--- src/rtl/sense_sched_pkg.sv ---
package sense_sched_pkg;
    typedef enum logic [2:0] {
        ST_HOLD,
        ST_REL_WAIT,
        ST_MEASURE,
        ST_CYCLE_IRQ,
        ST_SLEEP
    } sched_state_e;
endpackage

--- src/rtl/sched_rst_filter.sv ---
module sched_rst_filter #(
    parameter int MIN_PULSE_TICKS = 1
) (
    input  logic clk,
    input  logic rst_n,
    input  logic tick_i,
    input  logic ext_rst_n_i,
    output logic ext_low_o,
    output logic accept_o
);
    localparam int LW = $clog2(MIN_PULSE_TICKS + 1);
    localparam logic [LW-1:0] LOW_MAX = LW'(MIN_PULSE_TICKS);

    logic          sync1_q;
    logic          sync2_q;
    logic [LW-1:0] low_cnt_q;

    always_ff @(posedge clk or negedge rst_n) begin
        if (!rst_n) begin
            sync1_q   <= 1'b1;
            sync2_q   <= 1'b1;
            low_cnt_q <= '0;
        end else begin
            sync1_q <= ext_rst_n_i;
            sync2_q <= sync1_q;
            if (sync2_q) begin
                low_cnt_q <= '0;
            end else if (tick_i && (low_cnt_q != LOW_MAX)) begin
                low_cnt_q <= low_cnt_q + 1'b1;
            end
        end
    end

    assign ext_low_o = !sync2_q;
    assign accept_o  = !sync2_q && (low_cnt_q == LOW_MAX);


    accept_after_tick_chk: assert property (@(posedge clk) disable iff (!rst_n)
        $rose(accept_o) |-> $past(tick_i));


    no_accept_when_high_chk: assert property (@(posedge clk) disable iff (!rst_n)
        $past(sync2_q) |-> !accept_o);
endmodule

--- src/rtl/sched_rel_timer.sv ---
module sched_rel_timer #(
    parameter int REL_TICKS = 20
) (
    input  logic clk,
    input  logic rst_n,
    input  logic tick_i,
    input  logic run_i,
    output logic done_o
);
    localparam int RW = $clog2(REL_TICKS + 1);
    localparam logic [RW-1:0] REL_MAX = RW'(REL_TICKS);

    logic [RW-1:0] cnt_q;

    always_ff @(posedge clk or negedge rst_n) begin
        if (!rst_n) begin
            cnt_q <= '0;
        end else if (!run_i) begin
            cnt_q <= '0;
        end else if (tick_i && (cnt_q != REL_MAX)) begin
            cnt_q <= cnt_q + 1'b1;
        end
    end

    assign done_o = (cnt_q == REL_MAX);


    rel_done_on_tick_chk: assert property (@(posedge clk) disable iff (!rst_n)
        $rose(done_o) |-> ($past(tick_i) && $past(run_i)));
endmodule

--- src/rtl/sched_ival_timer.sv ---
module sched_ival_timer #(
    parameter int LONG_TICKS  = 101,
    parameter int SHORT_TICKS = 5
) (
    input  logic clk,
    input  logic rst_n,
    input  logic tick_i,
    input  logic restart_i,
    input  logic latch_i,
    input  logic long_mode_i,
    output logic expired_o
);
    localparam int MAXT = (LONG_TICKS > SHORT_TICKS) ? LONG_TICKS : SHORT_TICKS;
    localparam int IW   = $clog2(MAXT + 1);
    localparam logic [IW-1:0] CNT_MAX = IW'(MAXT);

    logic [IW-1:0] per_cnt_q;
    logic [IW-1:0] limit_q;

    always_ff @(posedge clk or negedge rst_n) begin
        if (!rst_n) begin
            per_cnt_q <= '0;
            limit_q   <= IW'(LONG_TICKS);
        end else begin
            if (restart_i) begin
                per_cnt_q <= '0;
            end else if (tick_i && (per_cnt_q != CNT_MAX)) begin
                per_cnt_q <= per_cnt_q + 1'b1;
            end
            if (latch_i) begin
                limit_q <= long_mode_i ? IW'(LONG_TICKS) : IW'(SHORT_TICKS);
            end
        end
    end

    assign expired_o = (per_cnt_q >= limit_q);


    expiry_cause_chk: assert property (@(posedge clk) disable iff (!rst_n)
        $rose(expired_o) |-> ($past(tick_i) || $past(latch_i)));


    limit_hold_chk: assert property (@(posedge clk) disable iff (!rst_n)
        !$past(latch_i) |-> $stable(limit_q));
endmodule

--- src/rtl/sense_sched.sv ---
module sense_sched
    import sense_sched_pkg::*;
#(
    parameter int NUM_CH          = 8,
    parameter int REL_TICKS       = 20,
    parameter int MIN_PULSE_TICKS = 1,
    parameter int LONG_TICKS      = 101,
    parameter int SHORT_TICKS     = 5,
    localparam int CH_W           = $clog2(NUM_CH)
) (
    input  logic            clk,
    input  logic            rst_n,
    input  logic            tick_i,
    input  logic            ext_rst_n_i,
    input  logic            long_mode_i,
    input  logic            conv_done_i,
    output logic            conv_req_o,
    output logic [CH_W-1:0] chan_sel_o,
    output logic            pins_hiz_o,
    output logic            irq_o
);
    localparam logic [CH_W-1:0] LAST_CH = CH_W'(NUM_CH - 1);

    sched_state_e    state_q, state_d;
    logic [CH_W-1:0] chan_q, chan_d;
    logic            ext_low;
    logic            rst_accept;
    logic            rel_done;
    logic            ival_expired;
    logic            cycle_start;
    logic            sleep_enter;

    sched_rst_filter #(.MIN_PULSE_TICKS(MIN_PULSE_TICKS)) i_filter (
        .clk        (clk),
        .rst_n      (rst_n),
        .tick_i     (tick_i),
        .ext_rst_n_i(ext_rst_n_i),
        .ext_low_o  (ext_low),
        .accept_o   (rst_accept)
    );

    sched_rel_timer #(.REL_TICKS(REL_TICKS)) i_rel (
        .clk   (clk),
        .rst_n (rst_n),
        .tick_i(tick_i),
        .run_i (state_q == ST_REL_WAIT),
        .done_o(rel_done)
    );

    sched_ival_timer #(.LONG_TICKS(LONG_TICKS), .SHORT_TICKS(SHORT_TICKS)) i_ival (
        .clk        (clk),
        .rst_n      (rst_n),
        .tick_i     (tick_i),
        .restart_i  (cycle_start),
        .latch_i    (sleep_enter),
        .long_mode_i(long_mode_i),
        .expired_o  (ival_expired)
    );

    // Next-state and channel stepping
    always_comb begin
        state_d = state_q;
        chan_d  = chan_q;
        unique case (state_q)
            ST_HOLD: begin
                if (!ext_low) state_d = ST_REL_WAIT;
            end
            ST_REL_WAIT: begin
                if (rel_done) begin
                    state_d = ST_MEASURE;
                    chan_d  = '0;
                end
            end
            ST_MEASURE: begin
                if (conv_done_i) begin
                    if (chan_q == LAST_CH) begin
                        state_d = ST_CYCLE_IRQ;
                    end else begin
                        chan_d = chan_q + 1'b1;
                    end
                end
            end
            ST_CYCLE_IRQ: begin
                if (tick_i) state_d = ST_SLEEP;
            end
            ST_SLEEP: begin
                if (ival_expired) begin
                    state_d = ST_MEASURE;
                    chan_d  = '0;
                end
            end
            default: state_d = ST_HOLD;
        endcase
        if (rst_accept) begin
            state_d = ST_HOLD;
            chan_d  = '0;
        end
    end

    assign cycle_start = (state_d == ST_MEASURE) && (state_q != ST_MEASURE);
    assign sleep_enter = (state_d == ST_SLEEP) && (state_q == ST_CYCLE_IRQ);

    // State register
    always_ff @(posedge clk or negedge rst_n) begin
        if (!rst_n) begin
            state_q <= ST_REL_WAIT;
            chan_q  <= '0;
        end else begin
            state_q <= state_d;
            chan_q  <= chan_d;
        end
    end

    // Outputs
    always_comb begin
        irq_o      = 1'b0;
        conv_req_o = 1'b0;
        pins_hiz_o = ext_low;
        unique case (state_q)
            ST_HOLD, ST_REL_WAIT: begin
                irq_o      = 1'b1;
                pins_hiz_o = 1'b1;
            end
            ST_MEASURE:   conv_req_o = 1'b1;
            ST_CYCLE_IRQ: irq_o      = 1'b1;
            ST_SLEEP:     irq_o      = 1'b0;
            default:      irq_o      = 1'b1;
        endcase
        chan_sel_o = chan_q;
    end


    chan_stable_chk: assert property (@(posedge clk) disable iff (!rst_n)
        (conv_req_o && !conv_done_i && !rst_accept) |=> $stable(chan_sel_o));


    chan_step_chk: assert property (@(posedge clk) disable iff (!rst_n)
        (conv_req_o && conv_done_i && (chan_sel_o != LAST_CH) && !rst_accept)
        |=> (chan_sel_o == $past(chan_sel_o) + 1'b1));


    cycle_first_chan_chk: assert property (@(posedge clk) disable iff (!rst_n)
        $rose(conv_req_o) |-> (chan_sel_o == '0));


    req_irq_excl_chk: assert property (@(posedge clk) disable iff (!rst_n)
        conv_req_o |-> !irq_o);


    cycle_irq_hold_chk: assert property (@(posedge clk) disable iff (!rst_n)
        (state_q == ST_CYCLE_IRQ && !tick_i && !rst_accept) |=> irq_o);


    idle_done_ignored_chk: assert property (@(posedge clk) disable iff (!rst_n)
        (!conv_req_o && !rst_accept && state_q != ST_SLEEP && state_q != ST_REL_WAIT)
        |=> $stable(chan_sel_o));
endmodule

--- config.mk ---
export PLATFORM = sky130hd
export DESIGN_NAME = sense_sched
export DESIGN_NICKNAME = d
export VERILOG_FILES = /design/src/rtl/sense_sched_pkg.sv /design/src/rtl/sched_rst_filter.sv /design/src/rtl/sched_rel_timer.sv /design/src/rtl/sched_ival_timer.sv /design/src/rtl/sense_sched.sv
export SDC_FILE = /design/constraint.sdc
export NUM_CORES = 1
export LEC_CHECK = 0
export CORE_ASPECT_RATIO = 1.5
export CORE_MARGIN = 10
export CORE_UTILIZATION = 50
export CTS_CLUSTER_DIAMETER = 40
export DETAILED_ROUTE_END_ITERATION = 16
export GPL_TIMING_DRIVEN = 0
export PLACE_DENSITY = 0.71
export SYNTH_ARGS = -nofsm -noshare
export SYNTH_HDL_FRONTEND = slang
export SYNTH_HIERARCHICAL = 1
export SYNTH_SLANG_ARGS = --single-unit
--- constraint.sdc ---
create_clock -name clk -period 5.9 [get_ports clk]
set_clock_uncertainty 0.05 [all_clocks]
set_input_delay 1.475 -clock clk [delete_from_list [all_inputs] [get_ports clk]]
set_output_delay 1.475 -clock clk [all_outputs]
set_load 0.05 [all_outputs]
; ---- Word level (Yosys, flattened, before mapping)
; Cells that the tools add are included.
[totals]
in_bits = 6
wordCells = 68
regBits = 28
[classes]
n_lt_le_gt_ge = 1
muxes = 24
n_reduce_logical = 14
n_eq_ne = 16
addsub = 4
bitwise_logic = 1
[ops]
columns = op, count
row1 = $mux W3, 12
row2 = $mux W7, 3
row3 = $pmux W3 S5, 1
row4 = $mux W5, 2
row5 = $eq A3 B2 Y1 const B, 3
row6 = $eq A3 B3 Y1 const B, 3
row7 = $ne A3 B2 Y1 const B, 3
row8 = $pmux W3 S3, 1
row9 = $add A7 B1 Y7 const B, 1
row10 = $ge A7 B7 Y1, 1
row11 = $ne A7 B7 Y1 const B, 1
row12 = $logic_and A1 B1 Y1, 6
row13 = $add A5 B1 Y5 const B, 1
row14 = $eq A5 B5 Y1 const B, 1
row15 = $mux W1, 5
row16 = $ne A5 B5 Y1 const B, 1
row17 = $reduce_and A5 Y1, 1
row18 = $reduce_bool A2 Y1, 2
row19 = $reduce_bool A4 Y1, 1
row20 = $reduce_or A2 Y1, 2
row21 = $add A3 B1 Y3 const B, 1
row22 = $eq A3 B1 Y1 const B, 1
row23 = $logic_not A3 Y1, 1
row24 = $ne A3 B1 Y1 const B, 1
row25 = 5 further kinds, 5

; ---- Depth between registers and ports, before layout
; Gate-level depths: netlist of run 1.
[logic_depth]
depth_word = 8
depth_mapped = 11

; ---- Modules after synthesis
; Netlist of run 1, hierarchy kept.
[modules_own_cells]
columns = mod, cells_each, instances, area_each_um2, seq_area_each_um2
row1 = sched_ival_timer, 51, 1, 500.5, 201.4
row2 = sense_sched, 49, 1, 488.0, 151.4
row3 = sched_rel_timer, 27, 1, 277.8, 125.1
row4 = sched_rst_filter, 6, 1, 100.1, 77.6

; ---- Worst setup path after synthesis of run 1
; No wires, ideal clock.
[synth_path]
path_type = reg2out
start = reg state_q[0]
end = out conv_req_o
setup_slack_ns = 3.085
required_time_ns = 4.375
n_path_buf = 1
arrival_ns = 1.290
path_stages_with_launch = 3
path_cell_list = dfstp_2 buf_2 nor3b_2
[synth_between]
elab_chain_cells = 2
[synth_lines]
columns = element, line_no
row1 = start: declaration, sense_sched.sv:24  ; sched_state_e state_q, state_d;
row2 = start signal: assignment, sense_sched.sv:109  ; state_q <= state_d;
row3 = $eq A3 B2 Y1, sense_sched.sv:119  ; unique case (state_q)
row4 = $mux W1, sense_sched.sv:119
row5 = end: declaration, sense_sched.sv:17  ; output logic conv_req_o,
; No other way between the ends.

; ---- Final worst setup path of run 1
[layout_path]
start = reg state_q[1]
end = out conv_req_o
; Same word-level chain as after synthesis.

==> flow_metrics.py, run 1 <==
metrics = {
    "route": {
        "wirelength_mm": 2.74,
        "ant_nets": 0,
        "vias": 1026,
        "drc": 0,
        "firstDrtPassIters": 4,
        "viasPerCell": 5.55,
        "dr.first_iter.drc_count": 41,
        "avgRoutedWirePerCell_um": 14.8,
    },
    "critical_path": {
        "arrival_ps": 2010,
        "path_delay_family": "buffers and inverters",
        "startpoint_type": "register",
        "cp_slowest_stage_delay_ps": 870,
        "cpMaxStageDelayCell": "clkdlybuf4s50_1",
        "cp_max_fo": 7,
        "crit_chain": "nor3b_2, clkdlybuf4s50_1",
        "worstSetupPathType": "register to output pin",
        "cp.required_ps": 4380,
        "cp-end-kind": "output pin",
        "critPathBufInv": 1,
    },
    "placed_design": {
        "place.gp.congestion": 0.796,
        "place_inst": 181,
        "dp_hpwl_mm": 2.05,
        "postPlaceCellArea_mm2": 0.00152,
        "io_buffers": 11,
    },
    "grt": {
        "grt_pass1_wl_mm": 4.81,
        "grt_start_max_net_pins": 23,
        "gr-total-overflow": 0,
        "grt_pass1_vias": 1071,
        "grt_usage": 0.109,
        "antenna_found_initial": 0,
    },
    "sta": {
        "fmax_ghz": 0.283,
        "setup_viol": 0,
        "period_needed_ps": 3540,
        "rsz0062_at_grt": "false",
        "setup_tns_ps": 0,
        "fin_crit_sh": 0.600,
        "worst_slew_pin_slew_ps": 950,
        "finalHoldViolCount": 0,
        "drv_slew": 0,
        "slew_headroom": 0.365,
    },
    "clock_tree": {
        "clkLatencyLatePin_ps": 260,
        "clkTransAtPathRegs_ps": 80,
        "cts_buffers": 3,
        "cts_buffer_depth": 2,
        "cts_tree": "yes",
        "cts.repair.resized": 0,
        "root_buffer": "clkbuf_8",
        "cts_setup_buffers": 0,
        "numClockSinks": 22,
        "hold_buffers": 0,
        "htreeDepth": 1,
    },
    "finish": {
        "fillers": 255,
        "fin_cells": 185,
        "layout.nets": 163,
        "multi_input_area_um2": 746,
        "final_util": 0.596,
        "fin_area_mm2": 0.00158,
        "areaGrowthSynthToFinish_pct": 15.5,
        "drive_gt1_frac": 0.196,
        "register_area_um2": 556,
        "n_antenna_cell": 0,
    },
    "status": {
        "status": "finished, final reports clean",
    },
    "synth": {
        "synth_flop_cell": "dfrtp_1",
        "ys_seq_area_frac": 0.407,
        "synth_top_cells_by_count": "dfrtp_1, nand2_1, inv_1, a21oi_1, ha_1",
        "synthTopCellsByArea": "dfrtp_1, dfstp_2, ha_1",
        "synth-edff-count": 0,
        "avgSynthCellArea_um2": 10.3,
        "synth-seq-cells": 22,
        "synth-async-reset-ratio": 1.00,
        "synth.distinct_cells": 47,
        "synth_area_mm2": 0.00137,
        "syn_inst": 133,
        "synth_top_area_cell": "dfrtp_1",
        "syn-num-nets": 147,
        "yosysTopAreaCellShare": 0.330,
        "post-synth-top-count-cell": "dfrtp_1",
        "yosysWarnings": 6,
    },
    "floorplan": {
        "start_util": 0.516,
        "io_pins": 12,
        "die_area_mm2": 0.00527,
        "die_w_um": 62.7,
        "num_rows": 23,
        "coreArea_mm2": 0.00265,
        "die-height_um": 84.0,
    },
    "hold_path": {
        "hp-class": "register to register",
    },
    "pwr": {
        "finalPower_mw": 0.453,
        "power_density_mw_per_mm2": 287,
        "p_leak_nw": 0.719,
        "irDropWorstVdd_v": 0.000231,
    },
    "flow_run": {
        "maxCapViolCount": 0,
    },
}
-- final cells by class --
type,instances,area share
Buffer,4,0.0151
Inverter,11,0.0262
Sequential cell,22,0.352
Multi-Input combinational cell,96,0.473
Clock buffer,4,0.0349
Tap cell,37,0.0293
Timing Repair Buffer,11,0.0698
-- through the flow --
stage	hold WS, ps	worst slack, ps
6_report	317	2360
5_1_grt	318	2250
4_1_cts	318	2360
3_5_place_dp	307	2170
3_3_place_gp	302	2200
2_1_floorplan	295	3090
-- path summary, 6_finish.rpt --
path | cells after the start | slack, ps | end | startpoint
worst max-delay path | 2 | 2360 | conv_req_o | state_q[1]
worst min-delay path | 0 | 320 | i_filter/sync2_q | i_filter/sync1_q
worst max register to register | 10 | 3130 | i_ival/per_cnt_q[1] | i_ival/limit_q[5]
worst min register to register | 0 | 320 | i_filter/sync2_q | i_filter/sync1_q
max in group asynchronous | 1 | 3530 | chan_sel_o[2] | rst_n
min in group asynchronous | 1 | 1690 | i_rel/cnt_q[2] | rst_n
-- metal layers --
metal,track usage,routed length (µm),up-vias
met3,0.0282,104,2
met1,0.116,1150,503
met4,0.0429,19,0
li1,-,-,506
met5,0,0,-
met2,0.197,1460,15
-- flip-flops by register name, summed over array words and instances (netlist names) --
signal	flops
i_filter/sync2_q	1
i_rel/cnt_q	5
chan_sel_o	3
state_q	3
i_ival/per_cnt_q	7
i_ival/limit_q	1
i_filter/sync1_q	1
i_filter/low_cnt_q	1
-- power by group --
part           total, mW  switching [mW]  internal, mW
Sequential         0.224          0.0420         0.182
Clock              0.108          0.0489        0.0595
Combinational      0.120          0.0598        0.0607
-- worst register-to-register path: stages, from the launching register on --
cell	delay, ps
dfstp_2	520
inv_1	60
ha_1	290
o311ai_0	130
nand2_1	90
nor4bb_2	330
a31oi_1	120
a2111oi_2	320
buf_1	370
nor2_1	100
mux2_4	280
-- logic make-up after synthesis --
group	Yosys count	share of synthesized area
adder cells (fa/ha/maj)	8	0.0733
XOR/XNOR	2	0.0128
buffers and inverters	15	0.0476
flip-flops	22	0.407
multiplexers	5	0.0531
AND/OR/NAND/NOR	53	0.240
AO/OA/AOI/OAI	28	0.167
-- layout by cell type, fill, tap and decap left out, types with 4 or more instances in the layout --
master,instances
a21oi_1,8
inv_1,10
dfstp_2,4
and2_1,4
nand4_1,5
nand2_1,13
clkdlybuf4s50_1,11
clkbuf_8,4
nor2_1,7
o21ai_0,4
dfrtp_1,18
ha_1,8
(Power assumes the default switching activity.)
==> run 2, diff against run 1 <==
--- a/config.mk
+++ b/config.mk
@@ -11,7 +11,7 @@
 export CTS_CLUSTER_DIAMETER = 40
 export DETAILED_ROUTE_END_ITERATION = 16
 export GPL_TIMING_DRIVEN = 0
-export PLACE_DENSITY = 0.71
+export PLACE_DENSITY = 0.73
 export SYNTH_ARGS = -nofsm -noshare
 export SYNTH_HDL_FRONTEND = slang
 export SYNTH_HIERARCHICAL = 1
==> constraint.sdc (replaced) <==
create_clock -name clk -period 2.95 [get_ports clk]
set_clock_uncertainty 0.05 [all_clocks]
set_input_delay 0.7375 -clock clk [delete_from_list [all_inputs] [get_ports clk]]
set_output_delay 0.7375 -clock clk [all_outputs]
set_load 0.05 [all_outputs]
==> flow_metrics.py, run 2 (synthesized netlist as in run 1, its figures left out) <==
metrics = {
    "pwr": {
        "p_int_mw": 0.581,
        "p_leak_nw": 0.713,
        "power_density_mw_per_mm2": 560,
        "combPwrFrac": 0.272,
        "irDropWorstVdd_v": 0.000486,
        "p_sw_mw": 0.297,
        "finalPower_mw": 0.878,
        "p_seq_frac": 0.512,
        "clkPwrFrac": 0.216,
        "swShare": 0.339,
    },
    "finish": {
        "areaGrowthSynthToFinish_pct": 14.7,
        "register_area_um2": 556,
        "fillers": 246,
        "max_flop_register": "i_ival/per_cnt_q",
        "largest_reg_flops": 7,
        "n_antenna_cell": 0,
        "drive_gt1_frac": 0.189,
        "layout_commonest_cell": "dfrtp_1",
        "final_cell_mix": "dfrtp_1, nand2_1, clkdlybuf4s50_1",
        "layout.nets": 163,
        "fin_area_mm2": 0.00157,
        "reg.largest.list": "i_ival/per_cnt_q (7), i_rel/cnt_q (5)",
        "multi_input_area_um2": 746,
    },
    "status": {
        "status": "finished, final reports clean",
    },
    "hold_path": {
        "hp-class": "register to register",
    },
    "sta": {
        "finalHoldViolCount": 0,
        "drv_slew": 0,
        "worst_slew_pin_slew_ps": 953,
        "fmax_ghz": 0.357,
        "fin_crit_sh": 0.948,
        "slew_headroom": 0.363,
        "rsz0062_at_grt": "false",
        "period_needed_ps": 2800,
        "setup_viol": 0,
    },
    "grt": {
        "grt_usage": 0.107,
        "grt_start_max_net_pins": 23,
        "grt_pass1_wl_mm": 4.85,
        "gr-total-overflow": 0,
        "antenna_found_initial": 0,
        "grt_pass1_vias": 1073,
    },
    "clock_tree": {
        "cts_buffers": 3,
        "numClockSinks": 22,
        "cts.repair.resized": 0,
        "clkTransAtPathRegs_ps": 80,
        "root_buffer": "clkbuf_8",
        "clkLatencyLatePin_ps": 250,
        "cts_buffer_depth": 2,
        "htreeDepth": 1,
        "cts_tree": "yes",
        "cts_setup_buffers": 0,
        "hold_buffers": 0,
    },
    "route": {
        "viasPerCell": 5.50,
        "firstDrtPassIters": 4,
        "avgRoutedWirePerCell_um": 14.3,
        "vias": 1018,
        "ant_nets": 0,
        "wirelength_mm": 2.65,
        "drc": 0,
        "dr.first_iter.drc_count": 28,
    },
    "floorplan": {
        "die-height_um": 84.0,
        "coreArea_mm2": 0.00265,
        "num_rows": 23,
        "die_area_mm2": 0.00527,
        "io_pins": 12,
        "start_util": 0.516,
        "die_w_um": 62.7,
    },
    "critical_path": {
        "arrival_ps": 2010,
        "cp_slowest_stage_delay_ps": 870,
        "cp-end-kind": "output pin",
        "worstSetupPathType": "register to output pin",
        "cpMaxStageDelayCell": "clkdlybuf4s50_1",
        "critPathBufInv": 2,
        "path_delay_family": "buffers and inverters",
        "startpoint_type": "register",
        "cp_max_fo": 10,
        "cp.required_ps": 2160,
        "crit_chain": "buf_2, nor3b_2, clkdlybuf4s50_1",
    },
    "placed_design": {
        "place.gp.congestion": 0.811,
        "postPlaceCellArea_mm2": 0.00152,
        "dp_hpwl_mm": 2.06,
        "io_buffers": 11,
    },
    "flow_run": {
        "maxCapViolCount": 0,
    },
}
[run 2: worst paths after layout]
check | startpoint | end | slack [ps] | cells past startpoint
max reg2reg | i_ival/limit_q[5] | i_ival/per_cnt_q[1] | 200 | 10
max | state_q[0] | conv_req_o | 150 | 3
max in group asynchronous | rst_n | chan_sel_o[1] | 1310 | 1
min in group asynchronous | rst_n | i_rel/cnt_q[2] | 960 | 1
min | i_filter/sync1_q | i_filter/sync2_q | 310 | 0
min reg2reg | i_filter/sync1_q | i_filter/sync2_q | 310 | 0
[run 2: cell type report]
cell class / instances / share of cell area
well taps: 37 / 0.0295
repair buffers: 11 / 0.0702
plain buffers: 4 / 0.0152
flip-flops and latches: 22 / 0.354
multi-input cells: 96 / 0.476
clock buffers: 4 / 0.0287
inverters: 11 / 0.0263
[run 2: power groups by stage]
| stage | registers [mW] | logic, mW | clock network, mW |
|---|---|---|---|
| 6_report | 0.450 | 0.239 | 0.190 |
| 3_5_place_dp | 0.453 | 0.240 | 0 |
| 5_1_grt | 0.463 | 0.278 | 0.206 |
| 4_1_cts | 0.449 | 0.242 | 0.192 |
| 3_3_place_gp | 0.449 | 0.223 | 0 |
| 2_1_floorplan | 0.431 | 0.190 | 0 |
[run 2: worst reg2reg max path, stage by stage, from the launching register on]
cell and delay [ps]:
dfstp_2 520, inv_1 60, ha_1 290, o311ai_0 140, nand2_1 100, nor4bb_2 330, a31oi_1 130, a2111oi_2 310
buf_1 370, nor2_1 100, mux2_4 270
[run 2: layer usage]
layer / track usage / up-vias / share of wire
met3: 0.0215 / 2 / 0.032
met1: 0.120 / 494 / 0.43
met5: 0 / - / 0
li1: - / 508 / -
met4: 0.0347 / 0 / 0.0072
met2: 0.195 / 14 / 0.53
[run 2: metrics by stage]
stage | hold slack, ps | util | setup slack, ps | cells | TNS [ps]
2_1_floorplan | 295 | - | 478 | 133 | 0
3_3_place_gp | 298 | 0.575 | -30.5 | 181 | -55.2
3_5_place_dp | 302 | 0.575 | -38.6 | 181 | -73.4
4_1_cts | 313 | 0.592 | 159 | 185 | 0
5_1_grt | 318 | 0.592 | 27.5 | 185 | 0
6_report | 311 | 0.592 | 152 | 185 | 0
==> run 3, diff against run 2 <==
--- a/config.mk
+++ b/config.mk
@@ -7,11 +7,10 @@
 export LEC_CHECK = 0
 export CORE_ASPECT_RATIO = 1.5
 export CORE_MARGIN = 10
-export CORE_UTILIZATION = 50
+export CORE_UTILIZATION = 40
 export CTS_CLUSTER_DIAMETER = 40
 export DETAILED_ROUTE_END_ITERATION = 16
 export GPL_TIMING_DRIVEN = 0
-export PLACE_DENSITY = 0.73
 export SYNTH_ARGS = -nofsm -noshare
 export SYNTH_HDL_FRONTEND = slang
 export SYNTH_HIERARCHICAL = 1
==> flow_metrics.py, run 3 (synthesized netlist as in run 1, its figures left out) <==
metrics = {
    "status": {
        "status": "finished, final reports clean",
    },
    "critical_path": {
        "r2r_slack_ps": 310,
        "cp_max_fo": 10,
        "startpoint_type": "register",
        "crit_chain": "buf_2, nor3b_2, clkdlybuf4s50_1",
        "critPathBufInv": 2,
        "cp_slowest_stage_delay_ps": 870,
        "worstSetupPathType": "register to output pin",
        "cp-end-kind": "output pin",
        "path_delay_family": "buffers and inverters",
        "arrival_ps": 2010,
        "cpMaxStageDelayCell": "clkdlybuf4s50_1",
        "cp.required_ps": 2160,
    },
    "floorplan": {
        "io_pins": 12,
        "start_util": 0.424,
        "die-height_um": 91.6,
        "coreArea_mm2": 0.00322,
        "die_area_mm2": 0.00620,
        "die_w_um": 67.7,
        "num_rows": 25,
    },
    "route": {
        "dr.first_iter.drc_count": 31,
        "viasPerCell": 5.38,
        "drc": 0,
        "ant_nets": 0,
        "vias": 1012,
        "avgRoutedWirePerCell_um": 14.6,
        "wirelength_mm": 2.75,
        "firstDrtPassIters": 4,
    },
    "finish": {
        "areaGrowthSynthToFinish_pct": 15.1,
        "n_antenna_cell": 0,
        "largest_reg_flops": 7,
        "final_cell_mix": "dfrtp_1, nand2_1, clkdlybuf4s50_1",
        "layout_commonest_cell": "dfrtp_1",
        "max_flop_register": "i_ival/per_cnt_q",
        "fin_area_mm2": 0.00157,
        "drive_gt1_frac": 0.196,
        "reg.largest.list": "i_ival/per_cnt_q (7), i_rel/cnt_q (5)",
        "layout.nets": 163,
    },
    "grt": {
        "grt_pass1_wl_mm": 4.64,
        "grt_usage": 0.0929,
        "antenna_found_initial": 0,
        "gr-total-overflow": 0,
        "grt_start_max_net_pins": 23,
        "grt_pass1_vias": 1028,
    },
    "sta": {
        "drv_slew": 0,
        "slew_headroom": 0.312,
        "period_needed_ps": 2790,
        "setup_tns_ps": 0,
        "setup_viol": 0,
        "fmax_ghz": 0.358,
        "finalHoldViolCount": 0,
        "worst_slew_pin_slew_ps": 1030,
        "rsz0062_at_grt": "false",
        "fin_crit_sh": 0.947,
    },
    "pwr": {
        "irDropWorstVdd_v": 0.000382,
        "power_density_mw_per_mm2": 555,
        "p_leak_nw": 0.716,
        "finalPower_mw": 0.872,
    },
    "flow_run": {
        "maxCapViolCount": 0,
    },
    "placed_design": {
        "postPlaceCellArea_mm2": 0.00153,
        "dp_hpwl_mm": 2.08,
        "io_buffers": 11,
        "place.gp.congestion": 0.782,
    },
    "hold_path": {
        "hp-class": "register to register",
    },
    "clock_tree": {
        "root_buffer": "clkbuf_8",
        "cts_buffers": 3,
        "clkLatencyLatePin_ps": 260,
        "cts_setup_buffers": 0,
        "cts_tree": "yes",
        "numClockSinks": 22,
        "clkTransAtPathRegs_ps": 70,
        "htreeDepth": 1,
        "cts_buffer_depth": 2,
    },
}
-- run 3: changes by cell type in the layout (fill, tap and decap cells not counted) --
cell,before,now
clkbuf_2,0,1
buf_1,1,0
-- run 3: what timing repair did --
item	4_1_cts	5_1_grt
resized for setup	0	1
hold buffers	0	0
setup endpoints to repair	0	2
-- run 3: final timing paths --
path,start,end,depth (start not counted)
worst max-delay path,state_q[0],conv_req_o,3
worst min-delay path,i_filter/sync1_q,i_filter/sync2_q,0
worst max register to register,i_ival/per_cnt_q[0],i_ival/per_cnt_q[0],10
worst min register to register,i_filter/sync1_q,i_filter/sync2_q,0
max in group asynchronous,rst_n,i_ival/per_cnt_q[3],1
min in group asynchronous,rst_n,i_rel/cnt_q[2],1
-- run 3: layout make-up --
| type | count | area [µm²] |
|---|---|---|
| Inverter | 11 | 41.3 |
| Clock buffer | 4 | 45.0 |
| Multi-Input combinational cell | 96 | 746 |
| Fill cell | 296 | 1650 |
| Buffer | 4 | 25.0 |
| Tap cell | 40 | 50.0 |
| Timing Repair Buffer | 11 | 110 |
| Sequential cell | 22 | 556 |
-- run 3: per-layer routing --
layer,track usage,vias up,part of all wire
met2,0.153,16,0.52
li1,-,508,-
met5,0,-,0
met1,0.104,484,0.43
met3,0.0209,4,0.033
met4,0.0515,0,0.016
-- run 3: per-stage QoR --
| step | hold WS, ps | utilization | instances | setup slack [ps] |
|---|---|---|---|---|
| 2_1_floorplan | 295 | - | 133 | 478 |
| 3_3_place_gp | 297 | 0.474 | 184 | -55.5 |
| 3_5_place_dp | 301 | 0.474 | 184 | -104 |
| 4_1_cts | 312 | 0.488 | 188 | 161 |
| 5_1_grt | 316 | 0.488 | 188 | 87.5 |
| 6_report | 311 | 0.488 | 188 | 156 |
-- run 3: report_power, final --
part	switching, mW	internal [mW]	total (mW)
clock network	0.0910	0.0961	0.187
registers	0.0868	0.364	0.451
logic	0.115	0.120	0.235
